<file path="config.mk">
export PLATFORM = sky130hd
export DESIGN_NAME = prio_irq_arbiter
export DESIGN_NICKNAME = d
export VERILOG_FILES = /design/src/rtl/prio_irq_pkg.sv /design/src/rtl/irq_word_reg.sv /design/src/rtl/irq_lvl_filter.sv /design/src/rtl/irq_first_bit.sv /design/src/rtl/prio_irq_arbiter.sv
export SDC_FILE = /design/constraint.sdc
export NUM_CORES = 1
export LEC_CHECK = 0
export CAP_MARGIN = 0
export CORE_MARGIN = 1
export CORE_UTILIZATION = 50
export DETAILED_ROUTE_END_ITERATION = 6
export DONT_BUFFER_PORTS = 1
export GPL_TIMING_DRIVEN = 0
export SYNTH_ARGS = -nofsm -noshare
export SYNTH_HDL_FRONTEND = slang
export SYNTH_SLANG_ARGS = --single-unit
</file>
<file path="constraint.sdc">
create_clock -name clk -period 9.8 [get_ports clk]
set_input_delay 1.47 -clock clk [delete_from_list [all_inputs] [get_ports clk]]
set_output_delay 1.47 -clock clk [all_outputs]
set_load 0.1 [all_outputs]
</file>
<file path="src/rtl/prio_irq_pkg.sv">
package prio_irq_pkg;
   localparam int NUM_LEVELS   = 8;
   localparam int WORD_BITS    = 32;
   localparam int DEV_MIN_LVL  = 4;
   localparam int TICK_LVL     = 6;
   localparam int TICK_BIT     = 1;
endpackage

</file>
<file path="src/rtl/irq_word_reg.sv">
module irq_word_reg #(
   parameter int W = 32
) (
   input  logic         clk,
   input  logic         rst,
   input  logic         set_en,
   input  logic [W-1:0] set_bits,
   input  logic [W-1:0] clr_bits,
   output logic [W-1:0] q
);
   logic [W-1:0] add_bits;
   assign add_bits = set_en ? set_bits : '0;

   always_ff @(posedge clk) begin
      if (rst) q <= '0;
      else     q <= (q & ~clr_bits) | add_bits;
   end

   p_set_lands_r2: assert property (@(posedge clk) disable iff (rst)
      set_en |=> ((q & $past(set_bits)) == $past(set_bits)));
   p_clear_lands_r8: assert property (@(posedge clk) disable iff (rst)
      (|(clr_bits & ~add_bits)) |=> ((q & $past(clr_bits & ~add_bits)) == '0));
   p_set_wins_r10: assert property (@(posedge clk) disable iff (rst)
      (set_en && (|(set_bits & clr_bits))) |=>
      ((q & $past(set_bits & clr_bits)) == $past(set_bits & clr_bits)));
endmodule

</file>
<file path="src/rtl/irq_lvl_filter.sv">
module irq_lvl_filter #(
   parameter int W        = 32,
   parameter int LVL      = 0,
   parameter int TICK_LVL = 6,
   parameter int TICK_BIT = 1
) (
   input  logic [W-1:0] req,
   input  logic         restrict_en,
   output logic [W-1:0] eff
);
   logic [W-1:0] inner;
   generate
      if (LVL == 0) begin : g_none
         assign inner = '0;
      end else if (LVL == TICK_LVL) begin : g_tick
         assign inner = W'(1) | (W'(1) << TICK_BIT);
      end else begin : g_soft
         assign inner = W'(1);
      end
   endgenerate
   assign eff = restrict_en ? (req & inner) : req;
endmodule

</file>
<file path="src/rtl/irq_first_bit.sv">
module irq_first_bit #(
   parameter int W  = 32,
   parameter int IW = 5
) (
   input  logic [W-1:0]  word,
   output logic          any,
   output logic [IW-1:0] idx
);
   always_comb begin
      any = |word;
      idx = '0;
      for (int i = W - 1; i >= 0; i--)
         if (word[i]) idx = IW'(i);
   end
endmodule

</file>
<file path="src/rtl/prio_irq_arbiter.sv">
module prio_irq_arbiter
   import prio_irq_pkg::*;
#(
   parameter int N_LVL    = NUM_LEVELS,
   parameter int REQ_W    = WORD_BITS,
   parameter int IO_MIN   = DEV_MIN_LVL,
   parameter int CLK_LVL  = TICK_LVL,
   parameter int CLK_BIT  = TICK_BIT,
   localparam int LVL_W   = $clog2(N_LVL),
   localparam int BIT_W   = $clog2(REQ_W)
) (
   input  logic                   clk,
   input  logic                   rst,
   input  logic [N_LVL-1:0]       set_stb,
   input  logic [N_LVL*REQ_W-1:0] set_mask,
   input  logic [LVL_W-1:0]       cur_pri,
   input  logic                   single_bus,
   input  logic                   ack,
   output logic                   irq_pend,
   output logic                   ack_valid,
   output logic [LVL_W-1:0]       ack_lvl,
   output logic [BIT_W-1:0]       ack_bit
);
   generate
      if (REQ_W < 2 || (1 << BIT_W) != REQ_W) begin : g_bad_w
         $error("REQ_W must be a power of two of at least 2");
      end
      if (N_LVL < 2 || (1 << LVL_W) != N_LVL) begin : g_bad_l
         $error("N_LVL must be a power of two of at least 2");
      end
      if (CLK_BIT >= REQ_W || CLK_LVL >= N_LVL || IO_MIN >= N_LVL) begin : g_bad_p
         $error("clock position or device level out of range");
      end
   endgenerate

   logic             restrict_en;
   logic [REQ_W-1:0] word  [N_LVL];
   logic [REQ_W-1:0] eff   [N_LVL];
   logic [REQ_W-1:0] clr   [N_LVL];
   logic [N_LVL-1:0] lvl_any;
   logic [BIT_W-1:0] lvl_idx [N_LVL];
   logic             hit;
   logic [LVL_W-1:0] sel_lvl;

   assign restrict_en = single_bus && (cur_pri >= LVL_W'(IO_MIN));

   genvar g;
   generate
      for (g = 0; g < N_LVL; g++) begin : g_lvl
         assign clr[g] = (ack_valid && sel_lvl == LVL_W'(g))
                         ? (REQ_W'(1) << ack_bit) : '0;
         irq_word_reg #(.W(REQ_W)) u_reg (
            .clk(clk), .rst(rst), .set_en(set_stb[g]),
            .set_bits(set_mask[g*REQ_W +: REQ_W]), .clr_bits(clr[g]),
            .q(word[g]));
         irq_lvl_filter #(.W(REQ_W), .LVL(g), .TICK_LVL(CLK_LVL),
                          .TICK_BIT(CLK_BIT)) u_flt (
            .req(word[g]), .restrict_en(restrict_en), .eff(eff[g]));
         irq_first_bit #(.W(REQ_W), .IW(BIT_W)) u_pick (
            .word(eff[g]), .any(lvl_any[g]), .idx(lvl_idx[g]));
      end
   endgenerate

   always_comb begin
      hit     = 1'b0;
      sel_lvl = '0;
      for (int l = N_LVL - 1; l >= 0; l--) begin
         if (!hit && lvl_any[l] && (l > int'(cur_pri))) begin
            hit     = 1'b1;
            sel_lvl = LVL_W'(l);
         end
      end
   end

   assign irq_pend  = hit;
   assign ack_valid = ack && hit;
   assign ack_lvl   = sel_lvl;
   assign ack_bit   = lvl_idx[sel_lvl];

   p_above_pri_r3: assert property (@(posedge clk) disable iff (rst)
      ack_valid |-> (ack_lvl > cur_pri));
   p_internal_only_r6: assert property (@(posedge clk) disable iff (rst)
      (ack_valid && single_bus && cur_pri >= LVL_W'(IO_MIN)) |->
      (ack_bit == '0 || (ack_lvl == LVL_W'(CLK_LVL) && ack_bit == BIT_W'(CLK_BIT))));
   p_idle_ack_r9: assert property (@(posedge clk) disable iff (rst)
      !ack |-> !ack_valid);
endmodule

</file>
# Word-level counts from Yosys, hierarchy flattened
# Index checks and enable logic that the tools add are counted.
word_totals:
  reg_bits: 256
  input_bits: 271
  out_inout_bits: 10
  word_cells: 384
classes:
  n_lt_le_gt_ge: 9
  eq_ne: 7
  n_shift: 1
  muxes: 297
  bitwise_logic: 25
  n_reduce_logical: 37
ops:
  columns: ["cell", "n"]
  rows:
  - ["5-bit two-way mux", 258]
  - ["32-bit two-way mux", 24]
  - ["32-bit AND", 8]
  - ["32-bit NOT", 8]
  - ["32-bit bitwise OR", 8]
  - ["32-bit OR reduction", 7]
  - ["1-bit by 5-bit << shifter with 32-bit output (first input constant)", 1]
  - ["1-bit logical AND", 23]
  - ["3-bit two-way mux", 7]
  - ["5-bit binary-select mux with 3-bit select", 1]
  - ["3-bit equality test (second input constant)", 4]
  - ["3-bit > comparator (first input constant)", 4]
  - ["1-bit two-way mux", 7]
  - ["3-bit by 2-bit equality test with 1-bit output (second input constant)", 2]
  - ["2-bit by 3-bit > comparator with 1-bit output (first input constant)", 2]
  - ["1-bit zero test", 6]
  - ["4-bit >= comparator (second input constant)", 1]
  - ["3-bit NOT with 4-bit output", 1]
  - ["3-bit by 1-bit equality test with 1-bit output (second input constant)", 1]
  - ["3-bit >= comparator (second input constant)", 1]
  - ["1-bit by 3-bit > comparator with 1-bit output (first input constant)", 1]
  - ["3-bit zero test", 1]

# Longest topological paths before layout
depth:
  ltp_word: 43
  mapped_depth: 18
  depth_no_buf: 11

# Modules after synthesis
# Synthesis repeated with hierarchy kept, for this count alone.
unflattened:
  cells_unflattened: 2284
  hier_area_um2: 17349.1
by_module_without_submodules:
  columns: ["module", "instances", "cells_each", "area_per_inst_um2", "seq_area_each_um2"]
  rows:
  - ["irq_word_reg", 8, 134, 1290.0, 640.6]
  - ["irq_first_bit", 8, 65, 385.4, 0.0]
  - ["prio_irq_arbiter", 1, 412, 2015.7, 0.0]
  - ["irq_lvl_filter (g_lvl[1].u_flt ...)", 6, 35, 235.2, 0.0]
  - ["irq_lvl_filter (g_lvl[6].u_flt)", 1, 35, 296.5, 0.0]
  - ["irq_lvl_filter (g_lvl[0].u_flt)", 1, 35, 222.7, 0.0]

# Worst setup path before layout
# OpenSTA, ideal clock, no wires.
synth_path:
  path_type: "in2out"
  from: "input port single_bus"
  to: "output port ack_bit[0]"
  t_arrival_ns: 5.886
  t_required_ns: 8.330
  path_slack_ns: 2.444
  path_stages: 11
  path_buffers: 3
  path_cell_list: "and2_1 > buf_4 > a31oi_1 > o41a_1 > o41a_1 > buf_2 > nor2_2 > clkinv_1 > o32a_1 > buf_2 > o21bai_1"
synth_via:
  elab_cells_between_ends: 308
synth_rtl:
  columns: ["element", "line_no", "source"]
  rows:
  - ["start: declaration", "prio_irq_arbiter.sv:17", "input logic single_bus,"]
  - ["1-bit logical AND *", "prio_irq_arbiter.sv:45", "assign restrict_en = single_bus && (cur_pri >= LVL_W'(IO_MIN));"]
  - ["32-bit two-way mux", "irq_lvl_filter.sv:21", "assign eff = restrict_en ? (req & inner) : req;"]
  - ["32-bit OR reduction", "irq_first_bit.sv:10", "any = |word;"]
  - ["1-bit logical AND", "prio_irq_arbiter.sv:68", "if (!hit && lvl_any[l] && (l > int'(cur_pri))) begin"]
  - ["1-bit two-way mux", "prio_irq_arbiter.sv:68", null]
  - ["1-bit zero test", "prio_irq_arbiter.sv:68", null]
  - ["1-bit logical AND (2 in series)", "prio_irq_arbiter.sv:68", null]
  - ["1-bit two-way mux", "prio_irq_arbiter.sv:68", null]
  - ["(+15 left out)", null, null]
  - ["1-bit two-way mux", "prio_irq_arbiter.sv:68", null]
  - ["1-bit zero test", "prio_irq_arbiter.sv:68", null]
  - ["1-bit logical AND (2 in series)", "prio_irq_arbiter.sv:68", null]
  - ["3-bit two-way mux *", "prio_irq_arbiter.sv:68", null]
  - ["named net ack_lvl[2]", "prio_irq_arbiter.sv:21", "output logic [LVL_W-1:0] ack_lvl,"]
  - ["3-bit NOT with 4-bit output (implied by the code) *", "prio_irq_arbiter.sv:78", "assign ack_bit = lvl_idx[sel_lvl];"]
  - ["5-bit binary-select mux with 3-bit select *", "prio_irq_arbiter.sv:78", null]
  - ["5-bit two-way mux (implied by the code) * (2 in series)", "prio_irq_arbiter.sv:78", null]
  - ["end: declaration", "prio_irq_arbiter.sv:22", "output logic [BIT_W-1:0] ack_bit"]
# The timed path passes the listed nets; every way through them passes the cells marked *. The select of a mux whose other input is x is not followed.

# Worst setup path after layout
layout_path:
  from: "input port single_bus"
  to: "output port ack_bit[1]"
# Same word-level chain as after synthesis.

==> impl_metrics.toml <==
[cts]
clock_latency_ps = 570
path_clk_slew_ps = 60
ctsLongestPathBuffers = 3
cts_tree = "yes"
cts_sinks = 256
cts_resized = 0
htreeDepth = 1
cts_root_buffer = "clkbuf_16"
cts_buffers = 29
postCtsSetupBuffers = 0
ctsHoldBuffers = 0

[routing]
wire_per_inst_um = 27.0
route.detailed.drc = 0
drtIter0Drc = 1694
routed_wl_um = 61500
via_count = 16310
first_pass_iters = 6
antenna_left = 0
avgViaCountPerCell = 7.15

[sta]
fin_crit_sh_pct = 78.8
finalCriticalPeriod_ps = 7720
worstMarginPinSlew_ps = 1460
rsz0062_at_grt = "false"
final-setup-viol-count = 0
slew_violations = 0
relSlewSlack_pct = 2.96
clock_skew_ps = 23.6
setup_tns_ps = 0
fmax_ghz = 0.130
hold_viol = 0

[placed_design]
gp_congestion = 1.01
hpwl_um = 45200
portBuffers = 0

[power]
switchingPower_w = 0.00108
irDropWorstVdd_mv = 0.160
pwr-share-clk_pct = 39.0
pwr-share-comb_pct = 23.5
finalPower_w = 0.00320
p_seq_share_pct = 37.5
p_int_w = 0.00212
p_per_area_nw_per_um2 = 200
p_leak_nw = 5.33
switching_share_pct = 33.8

[min_path]
hold_start = "g_lvl[0].u_reg.q[0]$_SDFF_PP0_"
holdPathStages = 2
hold_end = "g_lvl[0].u_reg.q[0]$_SDFF_PP0_"
min_path_type = "flip-flop to flip-flop"

[layout]
n_antenna_cell = 0
area_delta_synth_final_pct = 11.0
reg_top3 = "g_lvl.u_reg.q (256)"
fin_nets = 2151
drive_gt1_share_pct = 6.78
largest_reg_flops = 256
seqCellArea_um2 = 5120
top_register = "g_lvl.u_reg.q"
nFillCells = 2753
multi_input_area_um2 = 8550

[worst_setup_path]
rr_worst_depth = 12
slowest_delay_ps = 940
r2r_start = "g_lvl[3].u_reg.q[24]$_SDFF_PP0_"
ff2ff_setup_slack_ps = 2700
crit_fanout = 10
r2r_end = "g_lvl[2].u_reg.q[9]$_SDFF_PP0_"
end_kind = "primary output"
crit_required_ps = 8330
cp.arrival_ps = 6250
crit_type = "input port to primary output"
worst_path_max_delay_cell = "nor2_2"
cp-start-kind = "input port"
path_cells = "and2_1, buf_4, buf_4, a31oi_1, o41ai_2, and2_1, o21ba_2, clkinv_1, o311ai_1, a221oi_4, nor2_2"

[grt]
grt.total_usage_pct = 40.3
grt_max_degree = 15
antenna_found_initial = 0
grt_remaining_overflow = 0
first_global_vias = 14899
grt_first_pass_wirelength_um = 89400

[floorplanning]
dieArea_um2 = 29500
ios = 281
rows = 61
die_h_um = 172
dieWidth_um = 172
start_util_pct = 51.3
core-area_um2 = 28100

[yosys]
synthSimpleGateAreaFrac_pct = 18.3
synth_top_family_by_area = "compound AO/OA/AOI/OAI gates"
synth_compound_area_share_pct = 40.5
synth.distinct_cells = 79
yosysTopAreaCellShare_pct = 35.5
synth-edff-count = 0
synth_flop_cell = "dfxtp_1"
synth.area.mux_share_pct = 0.286
synth-seq-area-share_pct = 35.5
yosys_warnings = 0
synth_adder_area_share_pct = 0
synth_nets = 2120
syn_area_per_cell_um2 = 7.80
synth_area_leaders = "dfxtp_1, a311oi_1, a21oi_1, nand2_1, nor2_1"
synth-xor-area-share_pct = 0
yosys.area.top_type = "dfxtp_1"
yosys_register_bits = 256
async_flop_share_pct = 0
syn_area_um2 = 14400
netlist_instances = 1849

[flow_run]
cap_viol_max_count = 0

[run_status]
outcome = "complete, no violations"
-- cell families (layout without fill, tap and decap cells) --
| kind of cell | after synthesis | after routing |
|---|---|---|
| AO/OA/AOI/OAI | 832 | 832 |
| buffers and inverters | 191 | 244 |
| flip-flops | 256 | 256 |
| multiplexers | 4 | 4 |
| AND/OR/NAND/NOR | 566 | 566 |
-- area by class of cell --
| class | count | share of cell area, % |
|---|---|---|
| Multi-Input combinational cell | 1402 | 53.4 |
| Sequential cell | 256 | 32.0 |
| Clock buffer | 39 | 5.27 |
| Buffer | 139 | 3.55 |
| Tap cell | 378 | 2.95 |
| Clock inverter | 14 | 1.59 |
| Inverter | 52 | 1.25 |
-- power groups by stage --
stage / registers, W / logic [W] / clock network, W
floorplan: 0.00119 / 0.000501 / 0
global placement: 0.00122 / 0.000711 / 0
detailed placement: 0.00122 / 0.000724 / 0
CTS: 0.00119 / 0.000727 / 0.00126
global route: 0.00121 / 0.000794 / 0.00130
finish: 0.00120 / 0.000753 / 0.00125
-- worst max-delay path: cells and delay by family --
kind,cells,cell delay (ps)
compound gates,5,2030
buf+inv,3,1360
simple gates,3,1380
-- cell usage in the layout, fill, tap and decap left out, types with 14 or more instances in the layout --
cell type | synthesis | layout
a2111oi_0 | 21 | 21
nor2_1 | 169 | 168
inv_1 | 49 | 49
a41oi_1 | 22 | 22
a221oi_1 | 22 | 22
dfxtp_1 | 256 | 256
a31oi_1 | 17 | 17
a211oi_1 | 36 | 36
o21bai_1 | 16 | 15
clkbuf_16 | 0 | 29
buf_2 | 28 | 28
or2_2 | 16 | 16
o21ai_0 | 35 | 35
clkbuf_1 | 102 | 104
nand2_1 | 209 | 209
o31ai_1 | 24 | 24
nor3_1 | 26 | 26
nor2b_1 | 14 | 14
a21oi_1 | 331 | 331
nor4_1 | 60 | 60
a311oi_1 | 213 | 213
-- cell usage after synthesis (3+ instances only) --
cell,instances
a2111o_1,3
o31ai_1,24
and3b_1,3
o211a_1,3
o311a_1,4
o21a_1,4
nand4_1,5
nor2_1,169
a2111oi_0,21
mux2i_1,3
nand3_1,11
o21ai_0,35
o21bai_1,16
a211oi_1,36
nand2b_1,11
nor4_4,3
a311oi_1,213
a221oi_1,22
or3_1,11
clkbuf_1,102
o221ai_1,3
inv_1,49
o211ai_1,7
or4_1,6
nor3b_1,6
buf_2,28
and2_1,7
a21boi_0,11
o31a_1,4
or2_2,16
a21o_1,6
nor4_1,60
nor2b_1,14
a31oi_1,17
o22ai_1,11
o22a_1,3
buf_4,3
nand2_1,209
a41oi_1,22
dfxtp_1,256
buf_1,6
a211oi_2,4
a21oi_1,331
nor3_1,26
-- per-layer routing --
layer  vias to the layer above  GRT usage, %  share of wire [%]
met3                       196          12.3                 12
met2                       960          61.2                 42
met5                         -             0                  0
met1                      7851          51.0                 39
met4                         0          21.9                6.3
li1                       7303             -                  -
-- worst max-delay path by stage --
stage / start / to / cells past startpoint
final: single_bus / ack_bit[1] / 11
after global routing: single_bus / ack_bit[1] / 11
after CTS: single_bus / ack_bit[1] / 11
after detailed placement: single_bus / g_lvl[1].u_reg.q[9]$_SDFF_PP0_ / 14
after global placement: single_bus / ack_bit[0] / 11
after floorplan: single_bus / ack_bit[0] / 11
-- per-stage QoR --
stage / cells / setup slack, ps / instance area [um2] / utilization [%] / hold slack, ps
after floorplan: 1849 / 2440 / 14400 / - / 459
after global placement: 2227 / 1720 / 14900 / 53.0 / 490
after detailed placement: 2227 / 2140 / 14900 / 53.1 / 501
after CTS: 2280 / 2260 / 16000 / 57.0 / 513
after global routing: 2280 / 2020 / 16000 / 57.0 / 532
final: 2280 / 2080 / 16000 / 57.0 / 512
Power figures use the tool's default switching activity.
